File: config.mk
export PLATFORM = sky130hd
export DESIGN_NAME = wdt_action_timer
export DESIGN_NICKNAME = d
export VERILOG_FILES = /design/src/rtl/wdt_pkg.sv /design/src/rtl/wdt_regs.sv /design/src/rtl/wdt_down_counter.sv /design/src/rtl/wdt_expiry_outputs.sv /design/src/rtl/wdt_action_timer.sv
export SDC_FILE = /design/constraint.sdc
export NUM_CORES = 1
export LEC_CHECK = 0
export BUFFER_PORTS_ARGS = -buffer_cell sky130_fd_sc_hd__buf_2
export CELL_PAD_IN_SITES_DETAIL_PLACEMENT = 0
export CELL_PAD_IN_SITES_GLOBAL_PLACEMENT = 1
export CORE_AREA = 4 4 105 97
export DETAILED_ROUTE_END_ITERATION = 12
export DIE_AREA = 0 0 109 101
export PLACE_DENSITY_LB_ADDON = 0.1
export SLEW_MARGIN = 15
export SYNTH_ARGS = -nofsm -noshare
export SYNTH_HDL_FRONTEND = slang
export SYNTH_SLANG_ARGS = --single-unit
File: constraint.sdc
create_clock -name clk -period 3.7 [get_ports clk]
set_clock_uncertainty 0.05 [all_clocks]
set_input_delay 0.185 -clock clk [delete_from_list [all_inputs] [get_ports clk]]
set_output_delay 0.185 -clock clk [all_outputs]
set_load 0.02 [all_outputs]
File: src/rtl/wdt_pkg.sv
// Package: shared encodings and register offsets for the watchdog.
// Assumes byte offsets on the register bus and a data width of at least 2 bits.
package wdt_pkg;
    typedef enum logic [1:0] {
        ACT_OFF = 2'd0,
        ACT_IRQ = 2'd1,
        ACT_NMI = 2'd2,
        ACT_RST = 2'd3
    } wdt_act_e;

    localparam int WDT_NUM_ACT   = 4;
    localparam int WDT_OFF_CTRL  = 0;
    localparam int WDT_OFF_TIMER = 4;
endpackage

File: src/rtl/wdt_regs.sv
// Register file: decodes single-cycle bus accesses, holds the action field and
// the sticky cause flag, and muxes read data. Assumes the read data is used
// combinationally in the access cycle. The cause flag sits in the top data bit.
module wdt_regs
    import wdt_pkg::*;
#(
    parameter int DATA_W = 32,
    parameter int ADDR_W = 3
) (
    input  logic              clk,
    input  logic              core_rst_n,
    input  logic              por_n,
    input  logic              bus_sel,
    input  logic              bus_wr,
    input  logic [ADDR_W-1:0] bus_addr,
    input  logic [DATA_W-1:0] bus_wdata,
    input  logic [DATA_W-1:0] count_i,
    input  logic              rst_req_i,
    output wdt_act_e          action_o,
    output logic              cause_o,
    output logic              ctrl_wr_o,
    output logic              timer_wr_o,
    output logic [DATA_W-1:0] bus_rdata
);
    localparam int CAUSE_BIT = DATA_W - 1;

    logic hit_ctrl;
    logic hit_timer;

    assign hit_ctrl   = (bus_addr == ADDR_W'(WDT_OFF_CTRL));
    assign hit_timer  = (bus_addr == ADDR_W'(WDT_OFF_TIMER));
    assign ctrl_wr_o  = bus_sel && bus_wr && hit_ctrl;
    assign timer_wr_o = bus_sel && bus_wr && hit_timer;

    // Action field: cleared by either reset, written from data bits [1:0].
    always_ff @(posedge clk) begin
        if (!core_rst_n) begin
            action_o <= ACT_OFF;
        end else if (ctrl_wr_o) begin
            action_o <= wdt_act_e'(bus_wdata[1:0]);
        end
    end

    // Cause flag: set by a reset request, cleared only by power-on reset.
    always_ff @(posedge clk) begin
        if (!por_n) begin
            cause_o <= 1'b0;
        end else if (rst_req_i) begin
            cause_o <= 1'b1;
        end
    end

    // Read mux: control layout, live count, or zero for unused offsets.
    always_comb begin
        bus_rdata = '0;
        if (hit_ctrl) begin
            bus_rdata[CAUSE_BIT] = cause_o;
            bus_rdata[1:0]       = action_o;
        end else if (hit_timer) begin
            bus_rdata = count_i;
        end
    end
endmodule

File: src/rtl/wdt_down_counter.sv
// Down counter: loads on request, otherwise counts down while enabled and
// saturates at zero. Assumes a load takes priority over counting in a cycle.
module wdt_down_counter #(
    parameter int CNT_W = 32
) (
    input  logic             clk,
    input  logic             rst_n,
    input  logic             load_i,
    input  logic [CNT_W-1:0] load_val_i,
    input  logic             run_i,
    output logic [CNT_W-1:0] count_o,
    output logic             zero_o
);
    assign zero_o = (count_o == '0);

    // Count register: reset to all ones, load, or decrement toward zero.
    always_ff @(posedge clk) begin
        if (!rst_n) begin
            count_o <= '1;
        end else if (load_i) begin
            count_o <= load_val_i;
        end else if (run_i && !zero_o) begin
            count_o <= count_o - 1'b1;
        end
    end
endmodule

File: src/rtl/wdt_expiry_outputs.sv
// Expiry output stage: turns zero-count plus action into one of three outputs.
// The interrupt levels follow the state. The reset request fires once and is
// re-armed by any register write. Assumes zero_i comes from a register.
module wdt_expiry_outputs
    import wdt_pkg::*;
(
    input  logic     clk,
    input  logic     rst_n,
    input  wdt_act_e action_i,
    input  logic     zero_i,
    input  logic     rearm_i,
    output logic     irq_o,
    output logic     nmi_o,
    output logic     rst_req_o
);
    logic [WDT_NUM_ACT-1:1] hit;
    logic                   fired;

    // One decode per non-off action code.
    for (genvar g = 1; g < WDT_NUM_ACT; g++) begin : g_hit
        assign hit[g] = zero_i && (action_i == wdt_act_e'(g));
    end

    assign irq_o     = hit[ACT_IRQ];
    assign nmi_o     = hit[ACT_NMI];
    assign rst_req_o = hit[ACT_RST] && !fired;

    // Fired flag: remembers the issued reset request until the next write.
    always_ff @(posedge clk) begin
        if (!rst_n || rearm_i) begin
            fired <= 1'b0;
        end else if (rst_req_o) begin
            fired <= 1'b1;
        end
    end
endmodule

File: src/rtl/wdt_action_timer.sv
// Top: watchdog with software-selected expiry action on a single-cycle
// register bus. Assumes rst_n and por_n are synchronous to clk.
module wdt_action_timer
    import wdt_pkg::*;
#(
    parameter int DATA_W = 32,
    parameter int ADDR_W = 3
) (
    input  logic              clk,
    input  logic              rst_n,
    input  logic              por_n,
    input  logic              bus_sel,
    input  logic              bus_wr,
    input  logic [ADDR_W-1:0] bus_addr,
    input  logic [DATA_W-1:0] bus_wdata,
    output logic [DATA_W-1:0] bus_rdata,
    output logic              irq_o,
    output logic              nmi_o,
    output logic              rst_req_o
);
    logic              core_rst_n;
    wdt_act_e          action_q;
    logic              cause_q;
    logic              ctrl_wr;
    logic              timer_wr;
    logic [DATA_W-1:0] count_q;
    logic              count_zero;

    assign core_rst_n = rst_n && por_n;

    wdt_regs #(.DATA_W(DATA_W), .ADDR_W(ADDR_W)) u_regs (
        .clk        (clk),
        .core_rst_n (core_rst_n),
        .por_n      (por_n),
        .bus_sel    (bus_sel),
        .bus_wr     (bus_wr),
        .bus_addr   (bus_addr),
        .bus_wdata  (bus_wdata),
        .count_i    (count_q),
        .rst_req_i  (rst_req_o),
        .action_o   (action_q),
        .cause_o    (cause_q),
        .ctrl_wr_o  (ctrl_wr),
        .timer_wr_o (timer_wr),
        .bus_rdata  (bus_rdata)
    );

    wdt_down_counter #(.CNT_W(DATA_W)) u_cnt (
        .clk        (clk),
        .rst_n      (core_rst_n),
        .load_i     (timer_wr),
        .load_val_i (bus_wdata),
        .run_i      (action_q != ACT_OFF),
        .count_o    (count_q),
        .zero_o     (count_zero)
    );

    wdt_expiry_outputs u_out (
        .clk       (clk),
        .rst_n     (core_rst_n),
        .action_i  (action_q),
        .zero_i    (count_zero),
        .rearm_i   (ctrl_wr || timer_wr),
        .irq_o     (irq_o),
        .nmi_o     (nmi_o),
        .rst_req_o (rst_req_o)
    );
endmodule

# Word level (Yosys, flattened, before mapping)
# Cells that the tools add are included.
totals:
  out_inout_bits: 35
  ff_bits: 36
  elab_cells: 33
  inputBits: 40
classes:
  muxes: 6
  n_eq_ne: 4
  n_reduce_logical: 18
  n_addsub: 1
ops:
  columns: ["operator", "count"]
  rows:
  - ["two-way mux 32 bit", 3]
  - ["zero test 32 bit", 1]
  - ["subtractor 32 x 1 -> 32 bit, second input constant", 1]
  - ["two-way mux 29 bit", 1]
  - ["logical AND 1 bit", 9]
  - ["== test 2 bit, second input constant", 2]
  - ["nonzero test 2 bit", 2]
  - ["== test 3 bit, second input constant", 1]
  - ["zero test 1 bit", 3]
  - ["zero test 3 bit", 1]
  - ["== test 2 x 1 -> 1 bit, second input constant", 1]
  - ["logical OR 1 bit", 2]
  - ["two-way mux 2 bit", 1]
  - ["two-way mux 1 bit", 1]

# Longest topological paths before layout
# Gate-level depths: netlist (run 1).
logic_depth:
  depth_word: 5
  ltp_mapped: 8
  depth_no_buf: 7

# Modules after synthesis
# From an unflattened synthesis (run 1), not the netlist that was laid out.
unflattened:
  cells_unflattened: 377
  hier_area_um2: 3004.1
by_module_without_submodules:
  columns: ["mod", "cells_each", "seq_area_each_um2", "n_inst", "area_per_inst_um2"]
  rows:
  - ["wdt_down_counter", 313, 640.6, 1, 2513.7]
  - ["wdt_regs", 53, 60.1, 1, 405.4]
  - ["wdt_expiry_outputs", 8, 20.0, 1, 66.3]
  - ["wdt_action_timer", 3, 0.0, 1, 18.8]

# Worst setup path after synthesis (run 1)
# OpenSTA, ideal clock, no wires.
synth_path:
  kind: "register to register"
  from: "reg u_cnt.count_o[0]"
  to: "reg u_cnt.count_o[17]"
  arrival_time_ps: 2657
  required_ps: 3528
  path_stages_with_launch: 9
  setup_time_ps: 122
  path_slack_ps: 871
  synth_period_minus_slack_ps: 2829
  path_cell_list: "dfxtp_1 -> inv_1 -> ha_1 -> or4b_4 -> or4_4 -> or4_4 -> buf_6 -> a2111o_1 -> o311a_1"
synth_via:
  elab_chain_cells: 4
  elab_cells_between_ends: 7
  classes_between: "add/sub: 1; mux: 2; reduce/logical: 4"
synth_lines:
  columns: ["item", "line_no", "rtl"]
  rows:
  - ["from (decl)", "wdt_down_counter.sv:11", "output logic [CNT_W-1:0] count_o,"]
  - ["from (signal assigned)", "wdt_down_counter.sv:21", "count_o <= load_val_i;"]
  - ["from (signal assigned)", "wdt_down_counter.sv:23", "count_o <= count_o - 1'b1;"]
  - ["parallel branches: the longest is 4 deep, another holds subtractor 32 x 1 -> 32 bit", null, null]
# Parallel ways; which one is timed is not known. The select of a mux whose other input is x is not followed.
# A chain may end at the register's enable or synchronous reset.

# Worst setup path in the final report (run 1)
# Ends and elaborated chain as after synthesis.

==> reports/metrics.csv, run 1 <==
metric,value,unit
status,"complete, no violations",
maxCapViolCount,0,
cp.arrival,3100,ps
path_cells,inv_1 -> ha_1 -> or4b_4 -> or4_4 -> or4_4 -> a2111o_1 -> o311a_1,
yosys_most_used_dff,dfxtp_1,
setup_violations,0,
cts.sinks,36,
post_cts_buffers,0,
syn_area,0.00265,sq mm
multi_input_area,0.00181,sq mm
power.switching,227,uW
ys_seq_area_frac,0.272,
track_usage,0.183,
coreArea,0.00904,sq mm
num_vias,3018,
switching_share,0.279,
ctsHtreeMaxLevel,2,
start_util,0.293,
fmax,338,MHz
synth-edff-count,0,
fin_crit_sh,0.800,
layout.nets,462,
power_leakage,1.23,nW
max_stage_delay,570,ps
clkPwrFrac,0.380,
power_frac_comb,0.137,
die_w,109,microns
num_antenna_cells,0,
ys_types,50,
wirelength,9.88,mm
ys_seq_elements,36,
drc,0,
drtIter0Drc,141,
syn-num-nets,394,
fillCellCount,992,
rows,33,
cts_tree,done,
drv_slew,0,
area_delta_synth_final,23.3,%
critPathTopFamily,simple AND/OR/NAND/NOR gates,
avgSynthCellArea,7.51,sq um
criticalPathCategory,flip-flop to flip-flop,
slew_headroom,0.457,
cp_max_fo,9,
insertion_delay,300,ps
overflow,0,
antenna_left,0,
place_congestion,0.773,
crit_slowest_cell,or4_4,
cp.buffers_inverters,1,
port_buffers,74,
worst_setup_path_start_kind,flip-flop,
grt_max_degree,40,
cts_buffer_depth,2,
tns,0,ps
end_kind,flip-flop,
min-delay-path-class,primary input to flip-flop,
rsz0062_at_grt,no,
total_power,812,uW
path_clk_slew,80,ps
reg2reg_setup_slack,740,ps
vias_per_cell,5.55,
dieArea,0.0110,sq mm
grt_pass1_wl,15.9,mm
required,3840,ps
power.density,248,mW/mm^2
intPower,585,uW
grt_pass1_vias,2964,
wl_per_cell,18.2,microns
finalCriticalPeriod,2960,ps
dr.pass1.iters,4,
worst_pin_slew,815,ps
seqPwrFrac,0.483,
regArea,721,sq um
layout-drive-gt1-share,0.263,
crit_top_cell,or4_4,
place_hpwl,6.90,mm
async_reset_ff_frac,0,
ioPinCount,75,
ir_drop,0.122,mV
root_buffer,clkbuf_8,
cts_resized,0,
cts_hold_buf,0,
fp.dieH,101,microns
syn-instance-count,353,
hold_viol_final,0,
yosysWarningCount,0,
antenna_found_initial,0,
cts_buffers,5,
-- kinds of logic after synthesis --
kind of cell / after synthesis / synth area share
fa+ha+maj: 1 / 0.00472
flops: 36 / 0.272
xor+xnor: 2 / 0.00660
simple gates: 211 / 0.457
compound gates: 64 / 0.190
buf+inv: 34 / 0.0514
mux: 5 / 0.0189
-- area by class of cell --
| cell class | instances | area share |
|---|---|---|
| well taps | 122 | 0.0467 |
| clock buffers | 8 | 0.0275 |
| inverters | 7 | 0.00803 |
| flip-flops and latches | 36 | 0.220 |
| multi-input cells | 283 | 0.552 |
| repair buffers | 88 | 0.145 |
-- stage by stage --
stage,worst slack (ps),util,cell area [sq um],hold slack [ps],std cells
3_5_place_dp,754,0.352,3180,351,536
4_1_cts,743,0.362,3270,46.7,544
3_3_place_gp,795,0.352,3180,343,536
5_1_grt,626,0.362,3270,58.9,544
2_1_floorplan,871,-,2650,253,353
6_report,741,0.362,3270,45.2,544
-- worst reg2reg max path, delay by kind of cell (launching register included) --
kind	cells	cell delay [ps]
compound gates	2	520
fa+ha+maj	1	220
buf+inv	1	100
flops	1	340
simple gates	3	1620
-- state kept, by name, indices dropped and copies added, names as in the netlist --
name and cells:
u_cnt.count_o 32, u_regs.action_o 2, u_out.fired 1, u_regs.cause_o 1
-- power groups by stage --
| stage | Combinational (mW) | Sequential (mW) | Clock, mW |
|---|---|---|---|
| after floorplan | 0.0614 | 0.400 | 0 |
| after CTS | 0.113 | 0.392 | 0.314 |
| after detailed placement | 0.112 | 0.401 | 0 |
| after global placement | 0.113 | 0.401 | 0 |
| after global routing | 0.122 | 0.392 | 0.330 |
| final | 0.111 | 0.392 | 0.309 |
-- path summary, 6_finish.rpt --
check,start,end,depth (start not counted)
worst max register to register,u_cnt.count_o[0]$_SDFFE_PN1P_,u_cnt.count_o[17]$_SDFFE_PN1P_,7
worst min register to register,u_regs.cause_o$_SDFFE_PN0P_,u_regs.cause_o$_SDFFE_PN0P_,1
worst min-delay path,bus_wdata[7],u_cnt.count_o[7]$_SDFFE_PN1P_,3
worst max-delay path,u_cnt.count_o[0]$_SDFFE_PN1P_,u_cnt.count_o[17]$_SDFFE_PN1P_,7
-- Yosys cell counts, types with 5 or more instances --
| master | n | area, sq um |
|---|---|---|
| a2111oi_2 | 6 | 90.1 |
| a21oi_1 | 11 | 55.1 |
| and2_1 | 30 | 188 |
| and3_1 | 5 | 31.3 |
| clkbuf_1 | 25 | 93.8 |
| dfxtp_1 | 36 | 721 |
| inv_1 | 7 | 26.3 |
| mux2i_1 | 5 | 50.1 |
| nand2_1 | 13 | 48.8 |
| nand3_1 | 25 | 125 |
| nand4_1 | 6 | 37.5 |
| nor2_1 | 17 | 63.8 |
| nor3_1 | 52 | 260 |
| nor3b_1 | 6 | 45.0 |
| nor4_1 | 23 | 144 |
| o211ai_1 | 6 | 45.0 |
| o21ai_0 | 9 | 45.0 |
| or3_1 | 8 | 50.1 |
| or4_1 | 7 | 52.6 |
-- cells in the final DEF (no fill, tap or decap), types with 3 or more instances in the layout --
master     synthesis  routed
a2111oi_2          6       6
a211oi_1           3       3
a21oi_1           11      11
a31oi_1            4       4
and2_1            30      30
and3_1             5       5
buf_2              1      74
buf_4              0      14
clkbuf_8           0       6
dfxtp_1           36      36
inv_1              7       7
mux2i_1            5       5
nand2_1           13      13
nand2b_1           3       3
nand3_1           25      24
nand4_1            6       6
nor2_1            17      17
nor3_1            52      52
nor3b_1            6       5
nor4_1            23      23
nor4b_1            3       3
o211ai_1           6       6
o21ai_0            9       9
o311a_1            3       3
o31a_1             4       4
o31ai_1            4       4
or2_2              3       3
or3_1              8       8
or4_1              7       7
-- routing by layer --
layer	part of all wire	vias up	GRT usage
li1	-	1513	-
met2	0.42	89	0.276
met3	0.047	7	0.0256
met5	0	-	0
met4	0.0072	0	0.0398
met1	0.52	1409	0.275
Power figures use the tool's default switching activity.
==> run 2: changes to the inputs <==
==> constraint.sdc (replaced) <==
create_clock -name clk -period 2.92 [get_ports clk]
set_clock_uncertainty 0.05 [all_clocks]
set_input_delay 0.146 -clock clk [delete_from_list [all_inputs] [get_ports clk]]
set_output_delay 0.146 -clock clk [all_outputs]
set_load 0.02 [all_outputs]
==> run 2 against run 1 <==
Effect of this change: power is 21% higher; first-iteration DRC count increased by 40%; non-clock buffer count increased by 18; clock power is 9.7% higher; cell count is 2.8% higher; utilization is 1.5 points higher; final area rose by 4.1%; maximum frequency is 4.1% higher; critical path depth is the same; register-to-register slack worse by 660 ps; hold slack lost 24 ps; global-route usage grew 0.39 points.
==> reports/metrics.csv, run 2 (synthesized netlist as in run 1, its figures left out) <==
metric,value,unit,change
path_clk_slew,70,ps,was 80 ps
antenna_left,0,,unchanged
rows,33,,unchanged
antenna_found_initial,0,,unchanged
rsz0062_at_grt,no,,unchanged
start_util,0.293,,unchanged
maxCapViolCount,0,,unchanged
met1_length,4.98,mm,was 5.16 mm
largest_reg_flops,32,,unchanged
num_antenna_cells,0,,unchanged
port_buffers,74,,unchanged
fmax,352,MHz,was 338 MHz
reg2reg_depth,7,,unchanged
drc,0,,unchanged
min-delay-path-class,primary input to flip-flop,,unchanged
drv_slew,0,,unchanged
largestRegisters,"u_cnt.count_o (32), u_regs.action_o (2)",,unchanged
dr.pass1.iters,4,,unchanged
cts_tree,done,,unchanged
drtIter0Drc,197,,was 141
vias_per_cell,5.51,,was 5.55
whs_path_depth,3,,unchanged
cts_hold_buf,0,,unchanged
finalCriticalPeriod,2840,ps,was 2960 ps
grt_pass1_vias,2999,,was 2964
final_cell_mix,"74 x buf_2, 52 x nor3_1, 35 x dfxtp_1, 31 x buf_4, 30 x and2_1",,"was 74 x buf_2, 52 x nor3_1, 36 x dfxtp_1, 30 x and2_1, 24 x nand3_1"
cp.arrival,2970,ps,was 3100 ps
fp.dieH,101,microns,unchanged
cts.sinks,36,,unchanged
regMostFlops,u_cnt.count_o,,unchanged
dp_cells,554,,was 536
grt_pass1_wl,16.3,mm,was 15.9 mm
fin_crit_sh,0.974,,was 0.800
insertion_delay,290,ps,was 300 ps
coreArea,0.00904,sq mm,unchanged
place_hpwl,7.39,mm,was 6.90 mm
track_usage,0.187,,was 0.183
hold_viol_final,0,,unchanged
cp_max_fo,9,,unchanged
dieArea,0.0110,sq mm,unchanged
wl_met2,4.26,mm,was 4.19 mm
criticalPathCategory,flip-flop to flip-flop,,unchanged
ioPinCount,75,,unchanged
power.density,288,mW/mm^2,was 248 mW/mm^2
worst_setup_path_start_kind,flip-flop,,unchanged
post_cts_buffers,0,,unchanged
layout_commonest_cell,buf_2,,unchanged
crit_start,u_cnt.count_o[0]$_SDFFE_PN1P_,,unchanged
layout-drive-gt1-share,0.300,,was 0.263
timing.rr.end,u_cnt.count_o[17]$_SDFFE_PN1P_,,unchanged
maxUsedRoutingLayer,met4,,unchanged
ctsHtreeMaxLevel,2,,unchanged
route.met3.wl,637,microns,was 460 microns
required,3050,ps,was 3840 ps
area_delta_synth_final,28.3,%,was 23.3%
wl_per_cell,17.8,microns,was 18.2 microns
ir_drop,0.117,mV,was 0.122 mV
status,"complete, no violations",,unchanged
overflow,0,,unchanged
root_buffer,clkbuf_8,,unchanged
r2r-start,u_cnt.count_o[0]$_SDFFE_PN1P_,,unchanged
tns,0,ps,unchanged
end_kind,flip-flop,,unchanged
worst_pin_slew,614,ps,was 815 ps
layout.nets,480,,was 462
place_congestion,0.840,,was 0.773
cts_buffer_depth,2,,unchanged
setup_violations,0,,unchanged
power_leakage,1.31,nW,was 1.23 nW
die_w,109,microns,unchanged
slew_headroom,0.587,,was 0.457
grt_max_degree,38,,was 40
num_vias,3081,,was 3018
reg2reg_setup_slack,80,ps,was 740 ps
cts_buffers,5,,unchanged
crit_path_end,u_cnt.count_o[17]$_SDFFE_PN1P_,,unchanged
wirelength,9.96,mm,was 9.88 mm
fin_cells,559,,was 544
[run 2: critical path, stage by stage, from the launching register on]
cell and delay [ps]:
dfxtp_1 350, inv_2 80, ha_1 160, or4b_4 470
or4_4 560, or4_4 540, a2111o_1 400, o311a_1 120
[run 2: final cells by class]
cell class | instances | area [sq um]
inverter | 7 | 26.3
clock buffer | 5 | 68.8
timing repair buffer | 106 | 623
sequential | 36 | 722
tap | 122 | 153
multi-input combinational | 283 | 1810
fill | 979 | 5640
[run 2: per-layer routing]
metal  track usage  vias up
li1              -     1531
met3        0.0295        7
met2         0.282      109
met5             0        -
met1         0.279     1434
met4        0.0379        0
[run 2: timing repair]
action / 4_1_cts / 5_1_grt
endpoints found under the setup margin: 0 / 6
gates resized for setup: 0 / 3
hold endpoints to repair: 0 / 0
[run 2: worst min-delay path by stage]
stage                  from                       endpoint  slack [ps]
6_report       bus_wdata[7]  u_cnt.count_o[7]$_SDFFE_PN1P_          20
3_5_place_dp   bus_wdata[6]  u_cnt.count_o[6]$_SDFFE_PN1P_         320
3_3_place_gp   bus_wdata[7]  u_cnt.count_o[7]$_SDFFE_PN1P_         300
5_1_grt        bus_wdata[6]  u_cnt.count_o[6]$_SDFFE_PN1P_          10
2_1_floorplan         por_n    u_regs.cause_o$_SDFFE_PN0P_         210
4_1_cts        bus_wdata[6]  u_cnt.count_o[6]$_SDFFE_PN1P_          10
[run 2: power by group]
| group | switching, mW | internal, mW | total, mW |
|---|---|---|---|
| logic | 0.0860 | 0.0582 | 0.144 |
| clock network | 0.184 | 0.154 | 0.339 |
| registers | 0.00346 | 0.493 | 0.496 |
[run 2: per-stage QoR]
stage / area (sq um) / util / hold slack (ps) / setup WS [ps] / power [mW]
2_1_floorplan: 2650 / - / 214 / 91.3 / 0.585
3_3_place_gp: 3330 / 0.368 / 303 / 98.1 / 0.654
3_5_place_dp: 3330 / 0.368 / 317 / 63.8 / 0.653
4_1_cts: 3400 / 0.376 / 12.4 / 53.9 / 0.988
5_1_grt: 3400 / 0.377 / 13.0 / 17.6 / 1.02
6_report: 3400 / 0.377 / 21.7 / 77.0 / 0.979
==> run 3: changes to the inputs <==
--- a/config.mk
+++ b/config.mk
@@ -6,11 +6,11 @@
 export NUM_CORES = 1
 export LEC_CHECK = 0
 export BUFFER_PORTS_ARGS = -buffer_cell sky130_fd_sc_hd__buf_2
-export CELL_PAD_IN_SITES_DETAIL_PLACEMENT = 0
-export CELL_PAD_IN_SITES_GLOBAL_PLACEMENT = 1
-export CORE_AREA = 4 4 105 97
+export CELL_PAD_IN_SITES_DETAIL_PLACEMENT = 1
+export CELL_PAD_IN_SITES_GLOBAL_PLACEMENT = 2
+export CORE_AREA = 4 4 106 98
 export DETAILED_ROUTE_END_ITERATION = 12
-export DIE_AREA = 0 0 109 101
+export DIE_AREA = 0 0 110 102
 export PLACE_DENSITY_LB_ADDON = 0.1
 export SLEW_MARGIN = 15
 export SYNTH_ARGS = -nofsm -noshare
==> run 3 against run 2 <==
Effect of this change: register-to-register slack worse by 20 ps; sequential cell count stayed put; first-iteration DRC count is 47% lower; utilization is 0.65 points lower; largest cell class unchanged; largest power group unchanged; highest routed layer unchanged.
==> reports/metrics.csv, run 3 (synthesized netlist as in run 1, its figures left out) <==
metric,value,unit,change
finalCriticalPeriod,2870,ps,was 2840 ps
end_kind,flip-flop,,unchanged
drv_slew,0,,unchanged
r2r-start,u_cnt.count_o[0]$_SDFFE_PN1P_,,unchanged
wirelength,11.0,mm,was 9.96 mm
port_buffers,74,,unchanged
clkPwrFrac,0.378,,was 0.346
max_stage_delay,640,ps,was 560 ps
path_clk_slew,80,ps,was 70 ps
tns,0,ps,unchanged
dieArea,0.0112,sq mm,was 0.0110 sq mm
power.switching,290,uW,was 274 uW
cts.sinks,36,,unchanged
grt_pass1_wl,17.6,mm,was 16.3 mm
vias_per_cell,5.48,,was 5.51
seqPwrFrac,0.480,,was 0.507
antenna_left,0,,unchanged
layout-drive-gt1-share,0.311,,was 0.300
num_antenna_cells,0,,unchanged
wl_per_cell,19.2,microns,was 17.8 microns
ioPinCount,75,,unchanged
post_cts_buffers,0,,unchanged
fp.dieH,102,microns,was 101 microns
start_util,0.282,,was 0.293
setup_violations,0,,unchanged
status,"complete, no violations",,unchanged
dr.pass1.iters,4,,unchanged
hp-start,bus_wdata[7],,unchanged
cts_resized,0,,unchanged
cts_hold_buf,0,,unchanged
largest_reg_flops,32,,unchanged
maxCapViolCount,0,,unchanged
drc,0,,unchanged
critPathTopFamily,simple AND/OR/NAND/NOR gates,,unchanged
rows,34,,was 33
cts_buffers,5,,unchanged
intPower,744,uW,was 705 uW
hold_viol_final,0,,unchanged
area_delta_synth_final,31.1,%,was 28.3%
cp_max_fo,5,,was 9
ctsHtreeMaxLevel,2,,unchanged
slew_headroom,0.504,,was 0.587
regMostFlops,u_cnt.count_o,,unchanged
place_congestion,0.815,,was 0.840
fmax,349,MHz,was 352 MHz
root_buffer,clkbuf_8,,unchanged
drtIter0Drc,104,,was 197
grt_pass1_vias,3236,,was 2999
layout_commonest_cell,buf_2,,unchanged
fin_crit_sh,0.982,,was 0.974
rsz0062_at_grt,yes,,was no
cts_buffer_depth,2,,unchanged
track_usage,0.201,,was 0.187
power.density,297,mW/mm^2,was 288 mW/mm^2
total_power,1.03,mW,was 979 uW
path_cells,inv_1 -> ha_1 -> or4b_4 -> or4_4 -> or4_4 -> a2111o_1 -> o311a_1,,was inv_2 -> ha_1 -> or4b_4 -> or4_4 -> or4_4 -> a2111o_1 -> o311a_1
cp.arrival,2990,ps,was 2970 ps
antenna_found_initial,0,,unchanged
overflow,0,,unchanged
power_leakage,1.35,nW,was 1.31 nW
num_vias,3140,,was 3081
die_w,110,microns,was 109 microns
crit_slowest_cell,or4_4,,unchanged
final_cell_mix,"74 x buf_2, 52 x nor3_1, 38 x buf_4, 35 x dfxtp_1, 30 x and2_1",,"was 74 x buf_2, 52 x nor3_1, 35 x dfxtp_1, 31 x buf_4, 30 x and2_1"
worst_setup_path_start_kind,flip-flop,,unchanged
coreArea,0.00940,sq mm,was 0.00904 sq mm
crit_top_cell,or4_4,,unchanged
crit_start,u_cnt.count_o[0]$_SDFFE_PN1P_,,unchanged
required,3050,ps,about the same
largestRegisters,"u_cnt.count_o (32), u_regs.action_o (2)",,unchanged
cts_tree,done,,unchanged
switching_share,0.280,,about the same
power_frac_comb,0.142,,was 0.147
worst_pin_slew,744,ps,was 614 ps
ir_drop,0.148,mV,was 0.117 mV
place_hpwl,8.22,mm,was 7.39 mm
criticalPathCategory,flip-flop to flip-flop,,unchanged
insertion_delay,290,ps,about the same
cp.buffers_inverters,1,,unchanged
grt_max_degree,27,,was 38
min-delay-path-class,primary input to flip-flop,,unchanged
layout.nets,487,,was 480
run 3: power by group through the flow:
| stage | Clock (mW) | Sequential (mW) | Combinational (mW) |
|---|---|---|---|
| floorplan | 0 | 0.507 | 0.0778 |
| global placement | 0 | 0.508 | 0.147 |
| detailed placement | 0 | 0.508 | 0.148 |
| CTS | 0.399 | 0.496 | 0.149 |
| global route | 0.425 | 0.497 | 0.163 |
| finish | 0.391 | 0.496 | 0.147 |
run 3: worst paths after layout:
check / slack, ps / cells past startpoint / to
hold reg to reg: 430 / 1 / u_regs.cause_o$_SDFFE_PN0P_
setup / recovery: 50 / 7 / u_cnt.count_o[17]$_SDFFE_PN1P_
setup reg to reg: 50 / 7 / u_cnt.count_o[17]$_SDFFE_PN1P_
hold / removal: 20 / 3 / u_cnt.count_o[7]$_SDFFE_PN1P_
run 3: final cells by class:
cell class	instances	area, sq um
clock buffers	8	90.1
inverters	7	26.3
fillers	1189	5920
well taps	126	158
flip-flops and latches	36	722
multi-input cells	284	1830
repair buffers	112	656
run 3: metrics by stage:
step / hold WS (ps) / area [sq um] / utilization / worst slack [ps] / std cells
floorplan: 214 / 2650 / - / 91.3 / 353
detailed placement: 316 / 3370 / 0.358 / 32.7 / 564
global placement: 304 / 3370 / 0.358 / 92.3 / 564
CTS: 17.3 / 3460 / 0.368 / 17.6 / 572
finish: 18.1 / 3480 / 0.370 / 53.9 / 573
global route: 32.5 / 3480 / 0.370 / -5.96 / 573
run 3: routing by layer:
metal  track usage  vias to the layer above  part of all wire
li1              -                     1550                 -
met5             0                        -                 0
met4        0.0422                        0             0.013
met1         0.288                     1507              0.49
met2         0.317                       74              0.45
met3        0.0328                        9             0.048
run 3: worst reg2reg max path, cell delays in order, from the launching register on:
cell	delay [ps]
dfxtp_2	340
inv_1	90
ha_1	170
or4b_4	470
or4_4	470
or4_4	640
a2111o_1	400
o311a_1	120
